===== src/rtl/mapper_pkg.sv =====
`timescale 1ns/1ps
package mapper_pkg;
  localparam int PRG_WIN = 3;
  localparam int CHR_WIN = 8;
  localparam int PRG_OFS_W = 13;
  localparam int CHR_OFS_W = 10;
  localparam int CNT_W = 16;

  typedef enum logic [2:0] {
    GRP_PRG0 = 3'd0,
    GRP_CTRL = 3'd1,
    GRP_PRG1 = 3'd2,
    GRP_CHR  = 3'd3,
    GRP_PRG2 = 3'd4,
    GRP_NA5  = 3'd5,
    GRP_NA6  = 3'd6,
    GRP_NA7  = 3'd7
  } grp_e;

  localparam logic [2:0] SUB_MIRROR  = 3'd1;
  localparam logic [2:0] SUB_ENABLE  = 3'd3;
  localparam logic [2:0] SUB_RELOAD  = 3'd4;
  localparam logic [2:0] SUB_START_H = 3'd5;
  localparam logic [2:0] SUB_START_L = 3'd6;
endpackage


===== src/rtl/mapper_bank_regs.sv =====
`timescale 1ns/1ps
module mapper_bank_regs
  import mapper_pkg::*;
#(
  parameter int PRG_BANK_W = 8,
  parameter int CHR_BANK_W = 8
) (
  input  logic                                  clk_i,
  input  logic                                  rst_ni,
  input  logic                                  wr_i,
  input  grp_e                                  grp_i,
  input  logic [2:0]                            sub_i,
  input  logic [7:0]                            data_i,
  output logic [PRG_WIN-1:0][PRG_BANK_W-1:0]    prg_bank_o,
  output logic [CHR_WIN-1:0][CHR_BANK_W-1:0]    chr_bank_o,
  output logic                                  mirror_h_o
);
  for (genvar g = 0; g < PRG_WIN; g++) begin : g_prg
    localparam grp_e MY_GRP = (g == 0) ? GRP_PRG0 : (g == 1) ? GRP_PRG1 : GRP_PRG2;
    always_ff @(posedge clk_i or negedge rst_ni) begin
      if (!rst_ni) prg_bank_o[g] <= '0;
      else if (wr_i && grp_i == MY_GRP) prg_bank_o[g] <= data_i[PRG_BANK_W-1:0];
    end
  end

  for (genvar g = 0; g < CHR_WIN; g++) begin : g_chr
    always_ff @(posedge clk_i or negedge rst_ni) begin
      if (!rst_ni) chr_bank_o[g] <= '0;
      else if (wr_i && grp_i == GRP_CHR && sub_i == 3'(g))
        chr_bank_o[g] <= data_i[CHR_BANK_W-1:0];
    end
  end

  always_ff @(posedge clk_i or negedge rst_ni) begin
    if (!rst_ni) mirror_h_o <= 1'b0;
    else if (wr_i && grp_i == GRP_CTRL && sub_i == SUB_MIRROR) mirror_h_o <= data_i[7];
  end
endmodule


===== src/rtl/mapper_irq_timer.sv =====
`timescale 1ns/1ps
module mapper_irq_timer
  import mapper_pkg::*;
(
  input  logic             clk_i,
  input  logic             rst_ni,
  input  logic             ce_i,
  input  logic             ctrl_wr_i,
  input  logic [2:0]       sub_i,
  input  logic [7:0]       data_i,
  output logic [CNT_W-1:0] cnt_o,
  output logic             en_o,
  output logic             irq_o
);
  logic [CNT_W-1:0] start_q;
  logic             reload, ack, tick;

  assign reload = ctrl_wr_i && sub_i == SUB_RELOAD;
  assign ack    = reload || (ctrl_wr_i && sub_i == SUB_ENABLE);
  assign tick   = en_o && ce_i && cnt_o != '0;

  always_ff @(posedge clk_i or negedge rst_ni) begin
    if (!rst_ni) begin
      start_q <= '0;
      en_o    <= 1'b0;
    end else if (ctrl_wr_i) begin
      if (sub_i == SUB_START_H) start_q[15:8] <= data_i;
      if (sub_i == SUB_START_L) start_q[7:0]  <= data_i;
      if (sub_i == SUB_ENABLE)  en_o          <= data_i[7];
    end
  end

  always_ff @(posedge clk_i or negedge rst_ni) begin
    if (!rst_ni)     cnt_o <= '0;
    else if (reload) cnt_o <= start_q;
    else if (tick)   cnt_o <= cnt_o - 1'b1;
  end

  // acknowledge wins over a same-cycle expiry
  always_ff @(posedge clk_i or negedge rst_ni) begin
    if (!rst_ni)                       irq_o <= 1'b0;
    else if (ack)                      irq_o <= 1'b0;
    else if (tick && cnt_o == 16'd1)   irq_o <= 1'b1;
  end
endmodule


===== src/rtl/mapper_addr_map.sv =====
`timescale 1ns/1ps
module mapper_addr_map
  import mapper_pkg::*;
#(
  parameter int PRG_BANK_W = 8,
  parameter int CHR_BANK_W = 8,
  localparam int PRG_AW = PRG_BANK_W + PRG_OFS_W,
  localparam int CHR_AW = CHR_BANK_W + CHR_OFS_W
) (
  input  logic [1:0]                         cpu_win_i,
  input  logic [PRG_OFS_W-1:0]               cpu_ofs_i,
  input  logic [12:0]                        ppu_addr_i,
  input  logic [PRG_WIN-1:0][PRG_BANK_W-1:0] prg_bank_i,
  input  logic [CHR_WIN-1:0][CHR_BANK_W-1:0] chr_bank_i,
  output logic [PRG_AW-1:0]                  prg_addr_o,
  output logic [CHR_AW-1:0]                  chr_addr_o
);
  logic [PRG_BANK_W-1:0] prg_sel;

  always_comb begin
    case (cpu_win_i)
      2'd0:    prg_sel = prg_bank_i[0];
      2'd1:    prg_sel = prg_bank_i[1];
      2'd2:    prg_sel = prg_bank_i[2];
      default: prg_sel = '1;
    endcase
  end

  assign prg_addr_o = {prg_sel, cpu_ofs_i};
  assign chr_addr_o = {chr_bank_i[ppu_addr_i[12:10]], ppu_addr_i[CHR_OFS_W-1:0]};
endmodule


===== src/rtl/cart_mapper.sv =====
`timescale 1ns/1ps
module cart_mapper
  import mapper_pkg::*;
#(
  parameter int PRG_BANK_W = 8,
  parameter int CHR_BANK_W = 8,
  localparam int PRG_AW = PRG_BANK_W + PRG_OFS_W,
  localparam int CHR_AW = CHR_BANK_W + CHR_OFS_W
) (
  input  logic              clk_i,
  input  logic              rst_ni,
  input  logic [15:0]       cpu_addr_i,
  input  logic [7:0]        cpu_data_i,
  input  logic              cpu_we_i,
  input  logic              cpu_ce_i,
  input  logic [12:0]       ppu_addr_i,
  output logic [PRG_AW-1:0] prg_addr_o,
  output logic [CHR_AW-1:0] chr_addr_o,
  output logic              mirror_h_o,
  output logic              irq_o
);
  logic                               wr_stb;
  grp_e                               grp;
  logic [PRG_WIN-1:0][PRG_BANK_W-1:0] prg_bank;
  logic [CHR_WIN-1:0][CHR_BANK_W-1:0] chr_bank;
  logic [CNT_W-1:0]                   tmr_cnt;
  logic                               tmr_en;

  assign wr_stb = cpu_we_i && cpu_ce_i && cpu_addr_i[15];
  assign grp    = grp_e'(cpu_addr_i[14:12]);

  mapper_bank_regs #(.PRG_BANK_W(PRG_BANK_W), .CHR_BANK_W(CHR_BANK_W)) u_regs (
    .clk_i(clk_i), .rst_ni(rst_ni), .wr_i(wr_stb), .grp_i(grp),
    .sub_i(cpu_addr_i[2:0]), .data_i(cpu_data_i),
    .prg_bank_o(prg_bank), .chr_bank_o(chr_bank), .mirror_h_o(mirror_h_o)
  );

  mapper_irq_timer u_tmr (
    .clk_i(clk_i), .rst_ni(rst_ni), .ce_i(cpu_ce_i),
    .ctrl_wr_i(wr_stb && grp == GRP_CTRL), .sub_i(cpu_addr_i[2:0]),
    .data_i(cpu_data_i), .cnt_o(tmr_cnt), .en_o(tmr_en), .irq_o(irq_o)
  );

  mapper_addr_map #(.PRG_BANK_W(PRG_BANK_W), .CHR_BANK_W(CHR_BANK_W)) u_map (
    .cpu_win_i(cpu_addr_i[14:13]), .cpu_ofs_i(cpu_addr_i[PRG_OFS_W-1:0]),
    .ppu_addr_i(ppu_addr_i), .prg_bank_i(prg_bank), .chr_bank_i(chr_bank),
    .prg_addr_o(prg_addr_o), .chr_addr_o(chr_addr_o)
  );
endmodule


===== config.mk =====
export PLATFORM = sky130hd
export DESIGN_NAME = cart_mapper
export DESIGN_NICKNAME = d
export VERILOG_FILES = /design/src/rtl/mapper_pkg.sv /design/src/rtl/mapper_bank_regs.sv /design/src/rtl/mapper_irq_timer.sv /design/src/rtl/mapper_addr_map.sv /design/src/rtl/cart_mapper.sv
export SDC_FILE = /design/constraint.sdc
export NUM_CORES = 1
export LEC_CHECK = 0
export ABC_AREA = 0
export BUFFER_PORTS_ARGS = -buffer_cell sky130_fd_sc_hd__buf_2
export CORE_UTILIZATION = 40
export DETAILED_ROUTE_END_ITERATION = 6
export HOLD_SLACK_MARGIN = 0.02
export PLACE_DENSITY = 0.73
export SYNTH_ARGS = -nofsm -noshare
export SYNTH_HDL_FRONTEND = slang
export SYNTH_HIERARCHICAL = 1
export SYNTH_SLANG_ARGS = --single-unit

===== constraint.sdc =====
create_clock -name clk_i -period 2 [get_ports clk_i]
set_input_delay 0.2 -clock clk_i [delete_from_list [all_inputs] [get_ports clk_i]]
set_output_delay 0.2 -clock clk_i [all_outputs]
set_load 0.01 [all_outputs]

==> summary.txt <==
Multi-input gate area = 2800 sq um
H-tree Lvls = 4
Worst-Skew Late Latency = 0.42 ns
Die area = 15900 sq um
Initial antenna violation count = 2
Placed Cells = 651
Hold crit path type = in2reg
Largest net degree at the start of global routing = 46
Synthesized area = 6140 sq um
DR iter-0 viols = 258
Hold Fails Final Rpt = 0
Post-Layout Cell Count = 688
Final WS setup = -0.0553 ns
RSZ-0062 raised after global routing = true
Nets = 532
Reg2reg path depth = 5
Crit Path Class = reg2reg
CP cell instances = or4_4 -> or2_4 -> nor4_1 -> xnor2_1 -> o21ai_1
Critical path launch point type = flip-flop
Worst Skew = 0.00312 ns
Post-synth top flop = dfrtp_1
Synth area leaders = dfrtp_1 (50%), mux2_2 (21%), mux4_1 (6.4%)
Worst vdd ir = 0.000597 V
Top-count cell post-synth = dfrtp_1
Hold EP = u_regs/chr_bank_o[13]
Cells after Synth = 440
Register area = 3080 sq um
Yosys reg bits = 123
CP required = 2.30 ns
Max Cap Viol = 0
Synth Area in Simple Gates = 0.0851
Hold_sp = cpu_data_i[5]
Syn Nets = 483
Share of the synthesized area in the top cell type = 0.501
Worst path slowest cell = or4_4
Clock sinks = 123
Drt wl/cell = 19.3 um
GRT Total Usage = 0.181
Die Span Y = 126 um
Distinct cells, synth = 51
Port bufs = 43
Commonest cells post-synth = dfrtp_1 (123), mux2_2 (115), buf_4 (23), nand2_1 (21), clkbuf_1 (19)
Vias = 3772
Post-synthesis mux area share = 0.298
End of the worst register-to-register path = u_tmr/cnt_o[10]
Syn_area_per_cell = 14.0 sq um
Placer Congestion = 0.847
IO Pins = 82
Fin crit share = 1.03
Synth area leader = dfrtp_1
Synth Warn # = 6
Compound-Gate Fraction of Synth Area = 0.0450
Vias in the first global route = 3957
Pre-CTS setup slack = -0.00438 ns
Routed vias/inst = 5.48
Sequential power share = 0.387
Status = complete, but fails checks
First-pass GRT wire length = 21500 um
Slew margin rel. = 0.582
WHS = 0.245 ns
First-pass detailed-route iteration total = 4
Largest family of logic cells by synthesized area = multiplexers
FF-to-FF Start = u_tmr/cnt_o[4]
Core area = 14800 sq um
Area Overhead vs Synth = 17.7%
Post-synth EDFFs = 0
FMAX = 0.487 GHz
Int Pwr = 5.47 mW
Clock slew at reported path FFs = 0.06 ns
CTS tree = built
Final wirelength = 13300 um
Clk buf depth = 2
Xor and xnor area share after synthesis = 0.0157
Slew Limit Fails = 0
Sw Share = 0.279
Post-synthesis adder-cell area fraction = 0.00407
DRC = 0
P_leak = 3.46 nW
Fillers = 1209
Chip Width = 126 um
Reg-to-reg slack, setup = -0.06 ns
Comb power frac = 0.219
Clock group share of total power = 0.395
CP Data Arrival Time = 2.36 ns
Net switching power = 2.11 mW
Failing checks = negative setup slack
Power Density = 1050 nW/um^2
Initial Util = 0.416
Fraction of registers with async set/reset = 1.00
Total gr overflow = 0
Final Critical Period = 2.06 ns
Seq/Total Area, Yosys = 0.501
CP endpoint kind = flip-flop
Final HPWL DP = 8720 um
Worst-path fanout max = 6
Final Setup Violations = 1
Fraction of layout cells with a size suffix above 1 = 0.526
Crit path largest cell delay = 0.59 ns
Routed Antenna Nets = 0
Clk root buf = clkbuf_16
Num rows = 44
Worst-margin pin slew = 0.626 ns
Hold path depth = 2
CTS buffer count = 17
## state kept, by name, summed over array words and instances, names as in the netlist
signal and count:
u_regs/chr_bank_o 64, u_regs/prg_bank_o 24, u_tmr/cnt_o 16, u_tmr/start_q 16, u_regs/mirror_h_o 1, u_tmr/en_o 1
u_tmr/irq_o 1
## cells in the final DEF, fill, tap and decap left out, types with 8 or more instances in the layout
cell type | synthesis | layout
buf_4 | 23 | 32
buf_2 | 1 | 42
mux2_2 | 115 | 115
mux2_4 | 8 | 8
dfrtp_1 | 123 | 123
mux4_1 | 15 | 13
xnor2_1 | 10 | 10
o22a_1 | 8 | 8
clkbuf_16 | 0 | 17
o21ai_0 | 11 | 10
nand2_1 | 21 | 21
## layout make-up
| type | count | share of cell area |
|---|---|---|
| Antenna cell | 2 | 0.000692 |
| Clock buffer | 19 | 0.0613 |
| Multi-Input combinational cell | 267 | 0.388 |
| Clock inverter | 13 | 0.0199 |
| Timing Repair Buffer | 78 | 0.0720 |
| Inverter | 2 | 0.00104 |
| Sequential cell | 123 | 0.426 |
| Tap cell | 184 | 0.0318 |
## metal layers
layer | track usage | wire length (um) | up-vias
met1 | 0.222 | 5710 | 1947
met5 | 0 | 0 | -
met2 | 0.297 | 6670 | 80
met3 | 0.0556 | 615 | 25
met4 | 0.0744 | 257 | 0
li1 | - | - | 1720
## repair_timing
| item | 4_1_cts | 5_1_grt |
|---|---|---|
| endpoints found under the hold margin | 42 | 0 |
| pin swaps | 1 | 6 |
| buffers inserted | 0 | 2 |
| setup endpoints to repair | 2 | 15 |
| resized for setup | 2 | 9 |
| hold buffers | 1 | 0 |
## stage by stage
step | cell area [sq um] | utilization | TNS (ns) | total power [mW]
after floorplan | 6150 | - | 0 | 3.92
after global placement | 6570 | 0.445 | 0 | 4.33
after detailed placement | 6570 | 0.445 | -0.00438 | 4.40
after CTS | 7180 | 0.486 | 0 | 7.43
after global routing | 7230 | 0.490 | -0.347 | 7.92
final | 7230 | 0.490 | -0.0553 | 7.58
## logic make-up (layout without fill, tap and decap cells)
kind of cell,count (synthesis),count (layout)
XOR/XNOR,11,11
flip-flops,123,123
multiplexers,139,139
AO/OA/AOI/OAI,39,39
other,0,2
buffers and inverters,50,112
AND/OR/NAND/NOR,76,76
adder cells (fa/ha/maj),2,2
## power by group through the flow
stage / Clock, mW / Combinational [mW] / Sequential (mW)
final: 2.99 / 1.66 / 2.93
after global routing: 3.17 / 1.79 / 2.96
after CTS: 3.04 / 1.47 / 2.92
after detailed placement: 0 / 1.44 / 2.96
after global placement: 0 / 1.39 / 2.94
after floorplan: 0 / 1.00 / 2.92
## critical path, delay by kind of cell (launching register included)
family / cells / cell delay, ns
and+or+nand+nor: 3 / 1.32
DFF: 1 / 0.38
xor gates and xnor gates: 1 / 0.18
AOI/OAI and AO/OA: 1 / 0.07
## worst max-delay path by stage
stage,startpoint,endpoint,depth (start not counted)
6_report,u_tmr/cnt_o[4],u_tmr/cnt_o[10],5
5_1_grt,u_tmr/cnt_o[4],u_tmr/cnt_o[10],5
4_1_cts,u_regs/chr_bank_o[10],chr_addr_o[12],3
3_5_place_dp,u_tmr/cnt_o[7],u_tmr/cnt_o[12],5
3_3_place_gp,u_tmr/cnt_o[0],u_tmr/cnt_o[7],5
2_1_floorplan,u_tmr/cnt_o[0],u_tmr/cnt_o[7],7
(Power assumes the default switching activity.)
